**config.mk**
```make
export PLATFORM = sky130hd
export DESIGN_NAME = dual_role_csr
export DESIGN_NICKNAME = d
export VERILOG_FILES = /design/src/rtl/dr_csr_pkg.sv /design/src/rtl/dr_sync_toggle.sv /design/src/rtl/dr_ctl_regs.sv /design/src/rtl/dr_irq_flags.sv /design/src/rtl/dual_role_csr.sv
export SDC_FILE = /design/constraint.sdc
export NUM_CORES = 1
export LEC_CHECK = 0
export CORE_MARGIN = 3
export CORE_UTILIZATION = 40
export CTS_CLUSTER_DIAMETER = 200
export DETAILED_ROUTE_END_ITERATION = 8
export PLACE_DENSITY = 0.75
export SYNTH_ARGS = -nofsm -noshare
export SYNTH_HDL_FRONTEND = slang
export SYNTH_SLANG_ARGS = --single-unit
```
**constraint.sdc**
```tcl
create_clock -name clk -period 3.6 [get_ports clk]
set_clock_uncertainty 0.05 [all_clocks]
set_input_delay 1.08 -clock clk [delete_from_list [all_inputs] [get_ports clk]]
set_output_delay 1.08 -clock clk [all_outputs]
set_load 0.05 [all_outputs]
```
**src/rtl/dr_csr_pkg.sv**
```systemverilog
package dr_csr_pkg;

    localparam int REG_W = 32;

    // byte offsets of the five words
    localparam int OFF_CTL  = 'h00;
    localparam int OFF_PHY  = 'h04;
    localparam int OFF_IEN  = 'h08;
    localparam int OFF_IFLG = 'h0C;
    localparam int OFF_STAT = 'h10;

    typedef enum logic [2:0] {
        SEL_CTL,
        SEL_PHY,
        SEL_IEN,
        SEL_IFLG,
        SEL_STAT,
        SEL_NONE
    } reg_sel_e;

    // control word fields
    localparam int CB_DROP  = 0;
    localparam int CB_BREQ  = 1;
    localparam int CB_SWAP  = 2;
    localparam int CB_DREN  = 4;
    localparam int CB_WAKE  = 5;
    localparam logic [REG_W-1:0] CTL_MASK = REG_W'((1 << CB_DROP) | (1 << CB_BREQ) |
                                                   (1 << CB_SWAP) | (1 << CB_DREN) | (1 << CB_WAKE));

    // PHY control fields
    localparam int PB_PHYEN = 0;
    localparam int PB_IDDET = 1;
    localparam int PB_ENPOL = 4;
    localparam int PB_STPOL = 5;
    localparam logic [REG_W-1:0] PHY_MASK = REG_W'((1 << PB_PHYEN) | (1 << PB_IDDET) |
                                                   (1 << PB_ENPOL) | (1 << PB_STPOL));

    // event pulse indices from the role state machine
    localparam int EV_ROLE   = 0;
    localparam int EV_VBERR  = 1;
    localparam int EV_SRPF   = 2;
    localparam int EV_SWAPF  = 3;
    localparam int EV_IDLE   = 4;
    localparam int EV_PERI   = 5;
    localparam int EV_HOST   = 6;
    localparam int EV_SRPD   = 7;
    localparam int EV_WVFALL = 8;
    localparam int EV_ASWAP  = 9;
    localparam int EV_BSWAP  = 10;
    localparam int EV_W      = 11;

    // asynchronous level indices, equal to their status bit positions
    localparam int AI_OC  = 0;
    localparam int AI_ID  = 1;
    localparam int AI_SE  = 2;
    localparam int AI_BV  = 3;
    localparam int AI_AV  = 4;
    localparam int AI_VBV = 5;
    localparam int AI_W   = 6;

    // interrupt flag positions (shared with the enable word)
    localparam int FL_ROLE  = 0;
    localparam int FL_VBERR = 1;
    localparam int FL_SRPF  = 2;
    localparam int FL_SWAPF = 3;
    localparam int FL_IDLE  = 4;
    localparam int FL_ID    = 5;
    localparam int FL_PERI  = 6;
    localparam int FL_HOST  = 7;
    localparam int FL_BV    = 8;
    localparam int FL_AV    = 9;
    localparam int FL_VBV   = 10;
    localparam int FL_SE    = 11;
    localparam int FL_SRPD  = 13;
    localparam logic [REG_W-1:0] IRQ_MASK = REG_W'(32'h0000_2FFF);

endpackage

```
**src/rtl/dr_sync_toggle.sv**
```systemverilog
module dr_sync_toggle #(
    parameter int WIDTH  = 6,
    parameter int STAGES = 2
) (
    input  logic             clk,
    input  logic             rst_n,
    input  logic [WIDTH-1:0] din,
    output logic [WIDTH-1:0] level,
    output logic [WIDTH-1:0] toggle
);
    localparam int DEPTH = STAGES + 1;

    // pipe[0] is the first capture flop, pipe[STAGES] holds the previous level
    logic [DEPTH-1:0][WIDTH-1:0] pipe;

    always_ff @(posedge clk or negedge rst_n) begin
        if (!rst_n) begin
            pipe <= '0;
        end else begin
            pipe <= {pipe[DEPTH-2:0], din};
        end
    end

    assign level  = pipe[STAGES-1];
    assign toggle = pipe[STAGES-1] ^ pipe[STAGES];
endmodule

```
**src/rtl/dr_ctl_regs.sv**
```systemverilog
module dr_ctl_regs
    import dr_csr_pkg::*;
(
    input  logic             clk,
    input  logic             rst_n,
    input  logic             wr_ctl,
    input  logic             wr_phy,
    input  logic             wr_ien,
    input  logic [REG_W-1:0] wdata,
    input  logic             breq_clr,
    input  logic             swap_clr,
    output logic [REG_W-1:0] ctl_q,
    output logic [REG_W-1:0] phy_q,
    output logic [REG_W-1:0] ien_q
);
    logic [REG_W-1:0] ctl_nxt;

    // software write first, then hardware self-clears take priority
    always_comb begin
        ctl_nxt = ctl_q;
        if (wr_ctl) begin
            ctl_nxt = wdata & CTL_MASK;
            if (wdata[CB_DROP]) begin
                ctl_nxt[CB_BREQ] = 1'b0;
            end
        end
        if (breq_clr) begin
            ctl_nxt[CB_BREQ] = 1'b0;
        end
        if (swap_clr) begin
            ctl_nxt[CB_SWAP] = 1'b0;
        end
    end

    always_ff @(posedge clk or negedge rst_n) begin
        if (!rst_n) begin
            ctl_q <= '0;
            phy_q <= '0;
            ien_q <= '0;
        end else begin
            ctl_q <= ctl_nxt;
            if (wr_phy) begin
                phy_q <= wdata & PHY_MASK;
            end
            if (wr_ien) begin
                ien_q <= wdata & IRQ_MASK;
            end
        end
    end
endmodule

```
**src/rtl/dr_irq_flags.sv**
```systemverilog
module dr_irq_flags #(
    parameter int          WIDTH = 32,
    parameter logic [31:0] MASK  = 32'h0000_2FFF
) (
    input  logic             clk,
    input  logic             rst_n,
    input  logic [WIDTH-1:0] set_vec,
    input  logic [WIDTH-1:0] clr_vec,
    input  logic [WIDTH-1:0] en_vec,
    output logic [WIDTH-1:0] flag_q,
    output logic             irq_q
);
    logic [WIDTH-1:0] flag_nxt;

    // per bit: an implemented bit holds, clears on write-one and sets with priority
    for (genvar b = 0; b < WIDTH; b++) begin : g_bit
        if (MASK[b]) begin : g_live
            assign flag_nxt[b] = set_vec[b] | (flag_q[b] & ~clr_vec[b]);
        end else begin : g_tied
            assign flag_nxt[b] = 1'b0;
        end
    end

    always_ff @(posedge clk or negedge rst_n) begin
        if (!rst_n) begin
            flag_q <= '0;
            irq_q  <= 1'b0;
        end else begin
            flag_q <= flag_nxt;
            irq_q  <= |(flag_q & en_vec);
        end
    end
endmodule

```
**src/rtl/dual_role_csr.sv**
```systemverilog
module dual_role_csr
    import dr_csr_pkg::*;
#(
    parameter int ADDR_W      = 5,
    parameter int SYNC_STAGES = 2
) (
    input  logic              clk,
    input  logic              rst_n,
    input  logic              bus_vld,
    input  logic              bus_wr,
    input  logic [ADDR_W-1:0] bus_addr,
    input  logic [31:0]       bus_wdata,
    output logic [31:0]       bus_rdata,
    input  logic              ovc_in,
    input  logic              id_in,
    input  logic              sess_end_in,
    input  logic              b_valid_in,
    input  logic              a_valid_in,
    input  logic              vbus_valid_in,
    input  logic              is_host,
    input  logic              is_periph,
    input  logic [10:0]       fsm_evt,
    output logic [5:0]        ctl_bits,
    output logic [5:0]        phy_bits,
    output logic              irq
);
    reg_sel_e         sel;
    logic             wr_hit;
    logic             rd_hit;
    logic [AI_W-1:0]  ain;
    logic [AI_W-1:0]  ain_lvl;
    logic [AI_W-1:0]  ain_tog;
    logic             unused_oc_tog;
    logic [REG_W-1:0] flag_set;
    logic [REG_W-1:0] flag_clr;
    logic [REG_W-1:0] flag_q;
    logic [REG_W-1:0] ctl_q;
    logic [REG_W-1:0] phy_q;
    logic [REG_W-1:0] ien_q;
    logic [REG_W-1:0] stat_word;
    logic             breq_clr;
    logic             swap_clr;

    // address decode
    always_comb begin
        unique case (bus_addr)
            ADDR_W'(OFF_CTL):  sel = SEL_CTL;
            ADDR_W'(OFF_PHY):  sel = SEL_PHY;
            ADDR_W'(OFF_IEN):  sel = SEL_IEN;
            ADDR_W'(OFF_IFLG): sel = SEL_IFLG;
            ADDR_W'(OFF_STAT): sel = SEL_STAT;
            default:           sel = SEL_NONE;
        endcase
    end

    assign wr_hit = bus_vld & bus_wr;
    assign rd_hit = bus_vld & ~bus_wr;

    // asynchronous levels, packed in status bit order
    assign ain = {vbus_valid_in, a_valid_in, b_valid_in, sess_end_in, id_in, ovc_in};

    dr_sync_toggle #(
        .WIDTH (AI_W),
        .STAGES(SYNC_STAGES)
    ) u_sync (
        .clk   (clk),
        .rst_n (rst_n),
        .din   (ain),
        .level (ain_lvl),
        .toggle(ain_tog)
    );

    assign unused_oc_tog = ain_tog[AI_OC];

    // flag set sources
    always_comb begin
        flag_set           = '0;
        flag_set[FL_ROLE]  = fsm_evt[EV_ROLE];
        flag_set[FL_VBERR] = fsm_evt[EV_VBERR];
        flag_set[FL_SRPF]  = fsm_evt[EV_SRPF];
        flag_set[FL_SWAPF] = fsm_evt[EV_SWAPF];
        flag_set[FL_IDLE]  = fsm_evt[EV_IDLE];
        flag_set[FL_PERI]  = fsm_evt[EV_PERI];
        flag_set[FL_HOST]  = fsm_evt[EV_HOST];
        flag_set[FL_SRPD]  = fsm_evt[EV_SRPD];
        flag_set[FL_ID]    = ain_tog[AI_ID];
        flag_set[FL_SE]    = ain_tog[AI_SE];
        flag_set[FL_BV]    = ain_tog[AI_BV];
        flag_set[FL_AV]    = ain_tog[AI_AV];
        flag_set[FL_VBV]   = ain_tog[AI_VBV];
    end

    assign flag_clr = (wr_hit && sel == SEL_IFLG) ? bus_wdata : '0;

    // self-clear conditions of the request bits
    assign breq_clr = ain_tog[AI_ID] | fsm_evt[EV_SRPF] | fsm_evt[EV_WVFALL];
    assign swap_clr = fsm_evt[EV_IDLE] | fsm_evt[EV_ASWAP] | fsm_evt[EV_BSWAP];

    dr_ctl_regs u_ctl (
        .clk     (clk),
        .rst_n   (rst_n),
        .wr_ctl  (wr_hit && sel == SEL_CTL),
        .wr_phy  (wr_hit && sel == SEL_PHY),
        .wr_ien  (wr_hit && sel == SEL_IEN),
        .wdata   (bus_wdata),
        .breq_clr(breq_clr),
        .swap_clr(swap_clr),
        .ctl_q   (ctl_q),
        .phy_q   (phy_q),
        .ien_q   (ien_q)
    );

    dr_irq_flags #(
        .WIDTH(REG_W),
        .MASK (IRQ_MASK)
    ) u_flags (
        .clk    (clk),
        .rst_n  (rst_n),
        .set_vec(flag_set),
        .clr_vec(flag_clr),
        .en_vec (ien_q),
        .flag_q (flag_q),
        .irq_q  (irq)
    );

    assign stat_word = {{(REG_W-8){1'b0}}, is_host, is_periph, ain_lvl};

    // read mux
    always_comb begin
        bus_rdata = '0;
        if (rd_hit) begin
            unique case (sel)
                SEL_CTL:  bus_rdata = ctl_q;
                SEL_PHY:  bus_rdata = phy_q;
                SEL_IEN:  bus_rdata = ien_q;
                SEL_IFLG: bus_rdata = flag_q;
                SEL_STAT: bus_rdata = stat_word;
                SEL_NONE: bus_rdata = '0;
            endcase
        end
    end

    assign ctl_bits = ctl_q[5:0];
    assign phy_bits = phy_q[5:0];
endmodule

```
==> load_flow_metrics.sql, run 1 <==
INSERT INTO impl_metrics (metric_group, metric, value, unit) VALUES
('synth', 'post-synth-top-area-cell', 'dfrtp_1', ''),
('timing', 'final_max_slew_viols', '0', ''),
('timing', 'setup_viol', '0', ''),
('placed_design', 'dp_hpwl', '5040', 'um'),
('clock_tree', 'cts-root-to-sink-buffers', '2', ''),
('placed_design', 'finalWeightedCongestion', '0.870', ''),
('clock_tree', 'post_cts_buffers', '0', ''),
('pwr', 'power.static_leakage', '1.50', 'nW'),
('pwr', 'clock_power_share', '30.0', '%'),
('pwr', 'power-per-cell-area', '388', 'nW/um^2'),
('timing', 'worst_slew_pin_slew', '519', 'ps'),
('placed_design', 'worst_case_setup_slack_after_placement', '-334', 'ps'),
('flow_run', 'max-cap-violations', '0', ''),
('finish', 'drive_above_1_share', '34.4', '%'),
('worst_setup_path', 'cp.required', '2470', 'ps'),
('synth', 'synth-main-ff-cell', 'dfrtp_1', ''),
('finish', 'flow.area_growth_from_synthesis', '41.1', '%'),
('drt', 'dr_wl_met2', '3420', 'um'),
('clock_tree', 'cts_root_buf', 'clkbuf_8', ''),
('grt', 'first_pass_grt_wire_length', '11000', 'um'),
('synth', 'synth-seq-cells', '53', ''),
('drt', 'route.detailed.drc', '0', ''),
('clock_tree', 'cts-buffers-inserted', '5', ''),
('worst_setup_path', 'worstPathArrival', '2430', 'ps'),
('grt', 'grt_max_degree', '32', ''),
('pwr', 'post-layout-total-power', '1.44', 'mW'),
('synth', 'ys_top_cells_by_area', 'dfrtp_1 51%, mux2_2 9.0%, buf_4 6.6%', ''),
('synth', 'number_of_enable_type_register_cells_in_the_synthesized_netlist', '0', ''),
('synth', 'synth_commonest_cells', '53 x dfrtp_1, 23 x buf_4, 21 x mux2_2', ''),
('synth', 'top_area_cell_type_share_of_the_netlist_area', '50.5', '%'),
('timing', 'tmin_final', '3560', 'ps'),
('pwr', 'p_sw_share', '30.4', '%'),
('drt', 'num_vias', '2112', ''),
('pwr', 'cell_internal_pwr', '1.00', 'mW'),
('synth', 'post_synth.cell_area_avg', '11.7', 'sq um'),
('hold_path', 'hold_path_depth', '0', ''),
('drt', 'avgRoutedWirePerCell', '18.1', 'um'),
('floorplan', 'design.die.area', '7570', 'sq um'),
('grt', 'grt_remaining_overflow', '0', ''),
('clock_tree', 'cts.htree.levels', '2', ''),
('pwr', 'sequentialPowerShare', '46.6', '%'),
('synth', 'synth.distinct_cells', '39', ''),
('drt', 'final_antenna_net_count', '0', ''),
('clock_tree', 'cts.clk_slew.worst_paths', '90', 'ps'),
('pwr', 'vdd_ir_drop_max', '266', 'uV'),
('clock_tree', 'cts_num_sinks', '53', ''),
('synth', 'syn_inst', '225', ''),
('worst_setup_path', 'setup.worst_path.end_class', 'primary output', ''),
('timing', 'maxSlewHeadroom', '65.3', '%'),
('synth', 'synth.yosys.warnings', '0', ''),
('synth', 'netlist_area_before_placement', '2630', 'sq um'),
('grt', 'initial_antenna_violation_count', '0', ''),
('floorplan', 'io-pin-count', '105', ''),
('hold_path', 'hp-class', 'reg2reg', ''),
('synth', 'synth.most_common_cell', 'dfrtp_1', ''),
('clock_tree', 'hold_buffers', '0', ''),
('timing', 'timing_hold_violations_final', '0', ''),
('drt', 'totalWireLength', '6950', 'um'),
('finish', 'num_antenna_cells', '0', ''),
('grt', 'via_count_of_the_first_global_routing_pass', '2088', ''),
('clock_tree', 'clk-insertion-delay-late', '310', 'ps'),
('drt', 'drtIter0Drc', '154', ''),
('drt', 'routed_via_density', '5.51', ''),
('floorplan', 'fp.dieW', '87.0', 'um'),
('synth', 'yosysSeqAreaShare', '50.5', '%'),
('run_status', 'status', 'finished clean', ''),
('floorplan', 'num_rows', '28', ''),
('pwr', 'pwr-share-comb', '23.5', '%'),
('worst_setup_path', 'timing.critical_path.cells', 'clkdlybuf4s15_2 -> nor4b_4 -> buf_6 -> nand3_2 -> a311oi_4 -> buf_12', ''),
('timing', 'fmaxAchievable', '281', 'MHz'),
('worst_setup_path', 'timing.critical_path.slowest_cell_delay', '370', 'ps');
## critical path, delay by kind of cell
kind            cells  cell delay (ps)
simple gates        2              380
buf+inv             3              590
compound gates      1              370
## power groups by stage
stage / Combinational, mW / Clock (mW) / Sequential (mW)
2_1_floorplan: 0.174 / 0 / 0.716
3_3_place_gp: 0.322 / 0 / 0.678
3_5_place_dp: 0.327 / 0 / 0.679
4_1_cts: 0.333 / 0.435 / 0.668
5_1_grt: 0.356 / 0.468 / 0.674
6_report: 0.337 / 0.430 / 0.669
## repair_timing
item | in CTS | in global routing
gates cloned | 0 | 0
resized for setup | 33 | 17
setup endpoints to repair | 13 | 12
pin swaps | 3 | 6
## logic make-up (layout without fill, tap and decap cells)
family / count (synthesis) / after routing / share of synthesized area [%]
buf+inv: 40 / 102 / 10.1
flops: 53 / 53 / 50.5
xor+xnor: 5 / 5 / 1.67
other cells: 1 / 22 / 0.143
mux: 27 / 27 / 12.1
simple gates: 59 / 59 / 13.9
compound gates: 40 / 40 / 11.6
## registers in the layout, summed over array words and instances (netlist names)
register and cells:
u_sync.pipe 11, u_ctl.ctl_q 5, u_ctl.phy_q 4, u_flags.irq_q 1, u_ctl.ien_q 13, u_flags.flag_q 13
u_sync.level 6
## cells in the final DEF (no fill, tap or decap), types with 6 or more instances in the layout
master / netlist / final
buf_6: 3 / 15
a21o_1: 14 / 13
nand2b_1: 6 / 6
conb_1: 1 / 22
nand3_1: 18 / 16
nand4_1: 14 / 14
buf_4: 23 / 22
clkdlybuf4s50_1: 0 / 44
mux2_2: 21 / 21
clkbuf_8: 0 / 6
dfrtp_1: 53 / 53
## worst paths after layout
path / slack (ps) / to / from
max in group asynchronous: 2050 / u_ctl.phy_q[0] / rst_n
min: 300 / u_sync.level[4] / u_sync.pipe[4]
max: 40 / bus_rdata[1] / bus_addr[1]
min in group asynchronous: 660 / u_sync.pipe[4] / rst_n
min reg2reg: 300 / u_sync.level[4] / u_sync.pipe[4]
max reg2reg: 2350 / u_flags.irq_q / u_ctl.ien_q[11]
## layer usage
metal	track usage (%)	vias to the layer above
met2	29.9	95
li1	-	951
met3	4.54	8
met1	26.8	1058
met5	0	-
met4	4.39	0
## per-stage QoR
step / util, % / hold slack [ps] / std cells / instance area [sq um]
after floorplan: - / 281 / 246 / 2810
after global placement: 56.4 / 282 / 375 / 3460
after detailed placement: 56.4 / 285 / 375 / 3460
after CTS: 59.9 / 307 / 383 / 3670
after global routing: 60.4 / 319 / 383 / 3700
final: 60.4 / 305 / 383 / 3700
## layout make-up
type,instances,area (sq um),area share (%)
inverters,5,18.8,0.507
clock inverters,2,37.5,1.01
clock buffers,6,82.6,2.23
multi-input cells,153,1300,35.1
flip-flops and latches,53,1330,35.8
well taps,75,93.8,2.53
repair buffers,89,846,22.8
No activity file was read; power rests on OpenSTA's default activity.
==> run 2: changes to the inputs <==
--- a/config.mk
+++ b/config.mk
@@ -5,11 +5,12 @@
 export SDC_FILE = /design/constraint.sdc
 export NUM_CORES = 1
 export LEC_CHECK = 0
+export ABC_AREA = 1
 export CORE_MARGIN = 3
 export CORE_UTILIZATION = 40
 export CTS_CLUSTER_DIAMETER = 200
 export DETAILED_ROUTE_END_ITERATION = 8
-export PLACE_DENSITY = 0.75
+export PLACE_DENSITY = 0.74
 export SYNTH_ARGS = -nofsm -noshare
 export SYNTH_HDL_FRONTEND = slang
 export SYNTH_SLANG_ARGS = --single-unit
==> load_flow_metrics.sql, run 2 <==
INSERT INTO impl_metrics (metric_group, metric, value, unit) VALUES
('grt', 'first_pass_grt_wire_length', '11500', 'um'),
('worst_setup_path', 'timing.critical_path.from_type', 'primary input', ''),
('pwr', 'cell_internal_pwr', '0.963', 'mW'),
('drt', 'dr.pass1.iters', '4', ''),
('hold_path', 'hp-class', 'reg2reg', ''),
('worst_setup_path', 'timing.critical_path.slowest_cell_delay', '250', 'ps'),
('floorplan', 'io-pin-count', '105', ''),
('worst_setup_path', 'timing.critical_path.cells', 'dlygate4sd2_1 -> nor2_2 -> nand2_2 -> nor3_4 -> buf_12 -> nand2_1 -> a21oi_2 -> buf_12', ''),
('grt', 'grt_max_degree', '35', ''),
('synth', 'syn_inst', '325', ''),
('clock_tree', 'cts.htree.levels', '2', ''),
('floorplan', 'design.die.area', '7710', 'sq um'),
('pwr', 'vdd_ir_drop_max', '234', 'uV'),
('synth', 'ys_top_cells_by_area', 'dfrtp_1 50%, nand2_1 15%, buf_4 6.7%', ''),
('synth', 'yosysSeqAreaShare', '49.6', '%'),
('clock_tree', 'cts-buffers-inserted', '5', ''),
('timing', 'setup_viol', '0', ''),
('timing', 'setup-tns-final', '0', 'ps'),
('synth', 'synth_async_sr_flop_share', '100', '%'),
('synth', 'synth.yosys.warnings', '0', ''),
('placed_design', 'port_buffers', '63', ''),
('timing', 'fmaxAchievable', '285', 'MHz'),
('timing', 'final_max_slew_viols', '0', ''),
('drt', 'final_antenna_net_count', '0', ''),
('placed_design', 'placed_cells', '481', ''),
('synth', 'number_of_enable_type_register_cells_in_the_synthesized_netlist', '0', ''),
('timing', 'finalCritPeriodShare', '97.4', '%'),
('grt', 'initial_antenna_violation_count', '0', ''),
('pwr', 'post-layout-total-power', '1.40', 'mW'),
('drt', 'totalWireLength', '6810', 'um'),
('floorplan', 'start_util', '41.7', '%'),
('worst_setup_path', 'critical_path.most_common_cell', 'buf_12', ''),
('worst_setup_path', 'cp.required', '2470', 'ps'),
('drt', 'route.detailed.drc', '0', ''),
('finish', 'flow.area_growth_from_synthesis', '40.3', '%'),
('drt', 'avgRoutedWirePerCell', '13.8', 'um'),
('synth', 'synth-main-ff-cell', 'dfrtp_1', ''),
('drt', 'num_vias', '2410', ''),
('timing', 'tmin_final', '3510', 'ps'),
('grt', 'gr-usage-all-layers', '19.1', '%'),
('placed_design', 'finalWeightedCongestion', '0.884', ''),
('timing', 'maxSlewHeadroom', '66.2', '%'),
('pwr', 'sequentialPowerShare', '47.6', '%'),
('synth', 'top_area_cell_type_share_of_the_netlist_area', '49.6', '%'),
('synth', 'synth_commonest_cells', '109 x nand2_1, 53 x dfrtp_1, 24 x buf_4, 24 x nand3_1, 23 x inv_1', ''),
('drt', 'drtIter0Drc', '148', ''),
('finish', 'drive_above_1_share', '19.3', '%'),
('synth', 'post_synth.cell_area_avg', '8.23', 'sq um'),
('timing', 'worst_slew_pin_slew', '506', 'ps'),
('worst_setup_path', 'rr_worst_depth', '4', ''),
('synth', 'synth.distinct_cells', '24', ''),
('pwr', 'switching_power', '0.442', 'mW'),
('finish', 'reg_top3', 'u_ctl.ien_q (13), u_flags.flag_q (13), u_sync.pipe (11)', ''),
('pwr', 'power.static_leakage', '1.80', 'nW'),
('finish', 'num-nets-final', '474', ''),
('floorplan', 'core_area', '6420', 'sq um'),
('drt', 'routed_via_density', '4.90', ''),
('synth', 'netlist_area_before_placement', '2680', 'sq um'),
('worst_setup_path', 'worstPathArrival', '2380', 'ps'),
('finish', 'mostFrequentLayoutCell', 'nand2_1', ''),
('pwr', 'pwr-share-comb', '22.5', '%'),
('clock_tree', 'cts.clk_slew.worst_paths', '90', 'ps'),
('grt', 'via_count_of_the_first_global_routing_pass', '2434', ''),
('finish', 'layout.filler_cells', '562', ''),
('hold_path', 'hold_path_depth', '0', ''),
('synth', 'synth-seq-cells', '53', ''),
('clock_tree', 'tritoncts_clock_tree', 'done', ''),
('grt', 'grt_remaining_overflow', '0', ''),
('floorplan', 'fp.dieW', '87.8', 'um'),
('worst_setup_path', 'cp_slowest_cell', 'dlygate4sd2_1', ''),
('pwr', 'power-per-cell-area', '374', 'nW/um^2'),
('run_status', 'status', 'finished clean', ''),
('worst_setup_path', 'crit_fanout', '8', ''),
('clock_tree', 'cts_num_sinks', '53', ''),
('synth', 'post-synth-top-area-cell', 'dfrtp_1', ''),
('floorplan', 'die_h', '87.8', 'um'),
('finish', 'post-route-cell-area', '3750', 'sq um'),
('finish', 'layout_common_cells', '107 x nand2_1, 53 x dfrtp_1, 44 x clkdlybuf4s50_1', ''),
('flow_run', 'max-cap-violations', '0', ''),
('clock_tree', 'cts-root-to-sink-buffers', '2', ''),
('floorplan', 'num_rows', '29', ''),
('worst_setup_path', 'setup.worst_path.end_class', 'primary output', ''),
('clock_tree', 'clk-insertion-delay-late', '320', 'ps'),
('clock_tree', 'cts_root_buf', 'clkbuf_8', ''),
('worst_setup_path', 'timing_worst_setup_path_type', 'in2out', ''),
('finish', 'finish.cell_count_without_fillers', '492', ''),
('finish', 'num_antenna_cells', '0', ''),
('placed_design', 'dp_hpwl', '5110', 'um'),
('timing', 'rsz0062_at_grt', 'false', ''),
('synth', 'synth.most_common_cell', 'nand2_1', ''),
('pwr', 'clock_power_share', '29.9', '%'),
('timing', 'timing_hold_violations_final', '0', ''),
('pwr', 'p_sw_share', '31.5', '%'),
('placed_design', 'place_area', '3580', 'sq um');
==> run 2: cell types whose count changed after synthesis, moves of 14 or more <==
cell and delta:
nor2_1 +16, inv_1 +18, nand2_1 +107, a21o_1 -14
o21ai_0 +14, mux2_2 -21
==> run 2: timing repair <==
action                     in CTS  in global routing
hold buffers                    0                  0
pin swaps                       4                  1
cloned                          0                  0
setup endpoints to repair      13                 10
buffers inserted                3                  0
gates resized for setup        16                  5
==> run 2: worst max-delay path, delay by kind of cell <==
kind	cells	cell delay (ps)
buffers and inverters	3	560
AND/OR/NAND/NOR	4	510
AO/OA/AOI/OAI	1	200
==> run 2: routing by layer <==
metal | vias up | global-route usage [%] | wire [um]
met5 | - | 0 | 0
met4 | 0 | 6.56 | 78
met1 | 1119 | 25.2 | 2870
met2 | 110 | 32.0 | 3300
li1 | 1175 | - | -
met3 | 6 | 3.20 | 567
==> run 2: path summary, 6_finish.rpt <==
check / start / slack [ps] / end
min: u_sync.pipe[0] / 310 / u_sync.level[0]
min reg2reg: u_sync.pipe[0] / 310 / u_sync.level[0]
max: bus_addr[0] / 90 / bus_rdata[11]
min in group asynchronous: rst_n / 650 / u_ctl.ien_q[5]
max reg2reg: u_sync.level[1] / 2580 / u_ctl.ctl_q[1]
max in group asynchronous: rst_n / 2070 / u_ctl.ien_q[3]
==> run 2: metrics by stage <==
step,hold WS [ps],setup WS [ps],utilization [%]
2_1_floorplan,281,50.6,-
3_3_place_gp,282,-264,55.8
3_5_place_dp,286,-265,55.8
4_1_cts,308,46.2,58.4
5_1_grt,315,3.43,58.4
6_report,306,94.5,58.4
==> run 2: area by class of cell <==
type	instances	area, sq um	area share, %
Inverter	25	93.8	2.50
Timing Repair Buffer	92	980	26.1
Tap cell	77	96.3	2.57
Clock inverter	3	47.5	1.27
Clock buffer	5	68.8	1.83
Sequential cell	53	1330	35.3
Multi-Input combinational cell	237	1140	30.4
==> run 2: cell families after synthesis <==
family / synth area share [%]
DFF: 49.6
buffers and inverters: 12.3
xor gates and xnor gates: 1.64
AOI/OAI and AO/OA: 4.91
other: 0.140
and+or+nand+nor: 31.5
==> run 2: power groups by stage <==
stage	Combinational, mW	Sequential (mW)	Clock (mW)
2_1_floorplan	0.153	0.718	0
3_3_place_gp	0.307	0.678	0
3_5_place_dp	0.313	0.680	0
4_1_cts	0.316	0.669	0.427
5_1_grt	0.342	0.675	0.447
6_report	0.316	0.669	0.420
==> run 3: changes to the inputs <==
--- a/config.mk
+++ b/config.mk
@@ -10,6 +10,7 @@
 export CORE_UTILIZATION = 40
 export CTS_CLUSTER_DIAMETER = 200
 export DETAILED_ROUTE_END_ITERATION = 8
+export MAX_ROUTING_LAYER = met4
 export PLACE_DENSITY = 0.74
 export SYNTH_ARGS = -nofsm -noshare
 export SYNTH_HDL_FRONTEND = slang
==> load_flow_metrics.sql, run 3 (synthesis gave the netlist of run 2 again) <==
INSERT INTO impl_metrics (metric_group, metric, value, unit) VALUES
('pwr', 'vdd_ir_drop_max', '234', 'uV'),
('drt', 'num_vias', '2455', ''),
('drt', 'drtIter0Drc', '138', ''),
('pwr', 'cell_internal_pwr', '0.962', 'mW'),
('timing', 'tmin_final', '3530', 'ps'),
('hold_path', 'hp-class', 'reg2reg', ''),
('grt', 'initial_antenna_violation_count', '0', ''),
('timing', 'maxSlewHeadroom', '65.8', '%'),
('placed_design', 'dp_hpwl', '5110', 'um'),
('timing', 'postLayoutSetupSlackWorst', '71.5', 'ps'),
('placed_design', 'placed_cells', '481', ''),
('drt', 'dr.pass1.iters', '4', ''),
('floorplan', 'num_rows', '29', ''),
('worst_setup_path', 'setup.worst_path.end_class', 'primary output', ''),
('finish', 'layout_common_cells', '107 x nand2_1, 53 x dfrtp_1, 44 x clkdlybuf4s50_1', ''),
('finish', 'multiInputGateArea', '1140', 'sq um'),
('drt', 'routed_via_density', '4.99', ''),
('finish', 'mostFrequentLayoutCell', 'nand2_1', ''),
('floorplan', 'fp.dieW', '87.8', 'um'),
('grt', 'grt_max_degree', '35', ''),
('drt', 'route.detailed.drc', '0', ''),
('pwr', 'pwr-share-comb', '22.4', '%'),
('finish', 'reg_top3', 'u_ctl.ien_q (13), u_flags.flag_q (13), u_sync.pipe (11)', ''),
('finish', 'drive_above_1_share', '19.3', '%'),
('pwr', 'switching_power', '0.445', 'mW'),
('timing', 'setup_viol', '0', ''),
('pwr', 'p_sw_share', '31.6', '%'),
('drt', 'totalWireLength', '6870', 'um'),
('worst_setup_path', 'crit_fanout', '11', ''),
('worst_setup_path', 'cp.required', '2470', 'ps'),
('floorplan', 'die_h', '87.8', 'um'),
('timing', 'finalCritPeriodShare', '98.0', '%'),
('grt', 'grt_remaining_overflow', '0', ''),
('floorplan', 'core_area', '6420', 'sq um'),
('timing', 'setup-tns-final', '0', 'ps'),
('grt', 'gr-usage-all-layers', '19.7', '%'),
('timing', 'worst_slew_pin_slew', '512', 'ps'),
('run_status', 'status', 'finished clean', ''),
('finish', 'layout.filler_cells', '564', ''),
('floorplan', 'design.die.area', '7710', 'sq um'),
('finish', 'finish.cell_count_without_fillers', '492', ''),
('placed_design', 'worst_case_setup_slack_after_placement', '-265', 'ps'),
('finish', 'num_antenna_cells', '0', ''),
('timing', 'rsz0062_at_grt', 'false', ''),
('hold_path', 'hold_path_depth', '0', ''),
('drt', 'final_antenna_net_count', '0', ''),
('grt', 'first_pass_grt_wire_length', '11400', 'um'),
('timing', 'final_max_slew_viols', '0', ''),
('clock_tree', 'tritoncts_clock_tree', 'done', ''),
('placed_design', 'port_buffers', '63', ''),
('worst_setup_path', 'timing.critical_path.from_type', 'primary input', ''),
('clock_tree', 'cts_root_buf', 'clkbuf_8', ''),
('worst_setup_path', 'worstPathArrival', '2400', 'ps'),
('timing', 'timing_hold_violations_final', '0', ''),
('clock_tree', 'cts_num_sinks', '53', ''),
('pwr', 'power-per-cell-area', '375', 'nW/um^2'),
('pwr', 'power.static_leakage', '1.80', 'nW'),
('floorplan', 'io-pin-count', '105', ''),
('worst_setup_path', 'timing_worst_setup_path_type', 'in2out', ''),
('finish', 'num-nets-final', '474', ''),
('clock_tree', 'clk-insertion-delay-late', '320', 'ps'),
('placed_design', 'finalWeightedCongestion', '0.899', ''),
('clock_tree', 'cts-buffers-inserted', '5', ''),
('worst_setup_path', 'rr_worst_depth', '4', ''),
('clock_tree', 'cts.clk_slew.worst_paths', '90', 'ps'),
('grt', 'via_count_of_the_first_global_routing_pass', '2441', ''),
('finish', 'sequential_cell_area_in_the_final_layout', '1330', 'sq um'),
('clock_tree', 'cts.htree.levels', '2', ''),
('drt', 'avgRoutedWirePerCell', '14.0', 'um'),
('flow_run', 'max-cap-violations', '0', ''),
('pwr', 'clock_power_share', '30.0', '%'),
('pwr', 'sequentialPowerShare', '47.6', '%'),
('finish', 'flow.area_growth_from_synthesis', '40.2', '%'),
('floorplan', 'start_util', '41.7', '%'),
('timing', 'fmaxAchievable', '283', 'MHz'),
('clock_tree', 'cts-root-to-sink-buffers', '2', ''),
('clock_tree', 'hold_buffers', '0', '');
run 3: cell counts in the layout (fill, tap and decap cells not counted):
No cell type changed its count.
run 3: power groups by stage:
stage	sequential [mW]	clock [mW]	combinational [mW]
global route	0.675	0.447	0.342
global placement	0.678	0	0.307
finish	0.669	0.423	0.315
CTS	0.669	0.427	0.316
detailed placement	0.680	0	0.313
floorplan	0.718	0	0.153
run 3: worst max-delay path, stage by stage:
cell and delay (ps):
dlygate4sd2_1 250, nor2_2 160, buf_4 180, nand3_1 80, buf_4 180, nand3_1 100, nor2_1 60, nor2_2 150
buf_12 160
run 3: metal layers:
layer	share of wire (%)	GRT usage (%)	wire, um	up-vias
met5	0	-	0	-
met4	1.6	6.56	111	0
met3	6.4	2.63	440	14
met2	48	32.2	3300	105
met1	44	25.2	3010	1160
li1	-	-	-	1176
run 3: stage by stage:
step	hold slack (ps)	utilization [%]	instance area [sq um]	total power [mW]
CTS	308	58.4	3750	1.41
global placement	282	55.8	3580	0.985
finish	306	58.4	3750	1.41
detailed placement	286	55.8	3580	0.993
floorplan	281	-	2760	0.871
global route	315	58.4	3750	1.46
run 3: repair_timing:
| action | in CTS | in global routing |
|---|---|---|
| gates resized for setup | 16 | 4 |
| endpoints found under the setup margin | 13 | 10 |
| pin swaps | 4 | 1 |
| endpoints found under the hold margin | 0 | 0 |
| buffers inserted | 3 | 0 |
run 3: worst paths after layout:
path / startpoint / to / slack (ps)
max: bus_addr[0] / bus_rdata[0] / 70
min: u_sync.pipe[0] / u_sync.level[0] / 310
max reg2reg: u_sync.level[1] / u_ctl.ctl_q[1] / 2580
min reg2reg: u_sync.pipe[0] / u_sync.level[0] / 310
max in group asynchronous: rst_n / u_ctl.ien_q[3] / 2080
min in group asynchronous: rst_n / u_ctl.ctl_q[0] / 650
run 3: area by class of cell:
type | instances | area share (%)
flip-flops and latches | 53 | 35.4
multi-input cells | 237 | 30.4
repair buffers | 92 | 26.0
well taps | 77 | 2.57
inverters | 25 | 2.50
clock buffers | 5 | 1.84
clock inverters | 3 | 1.27
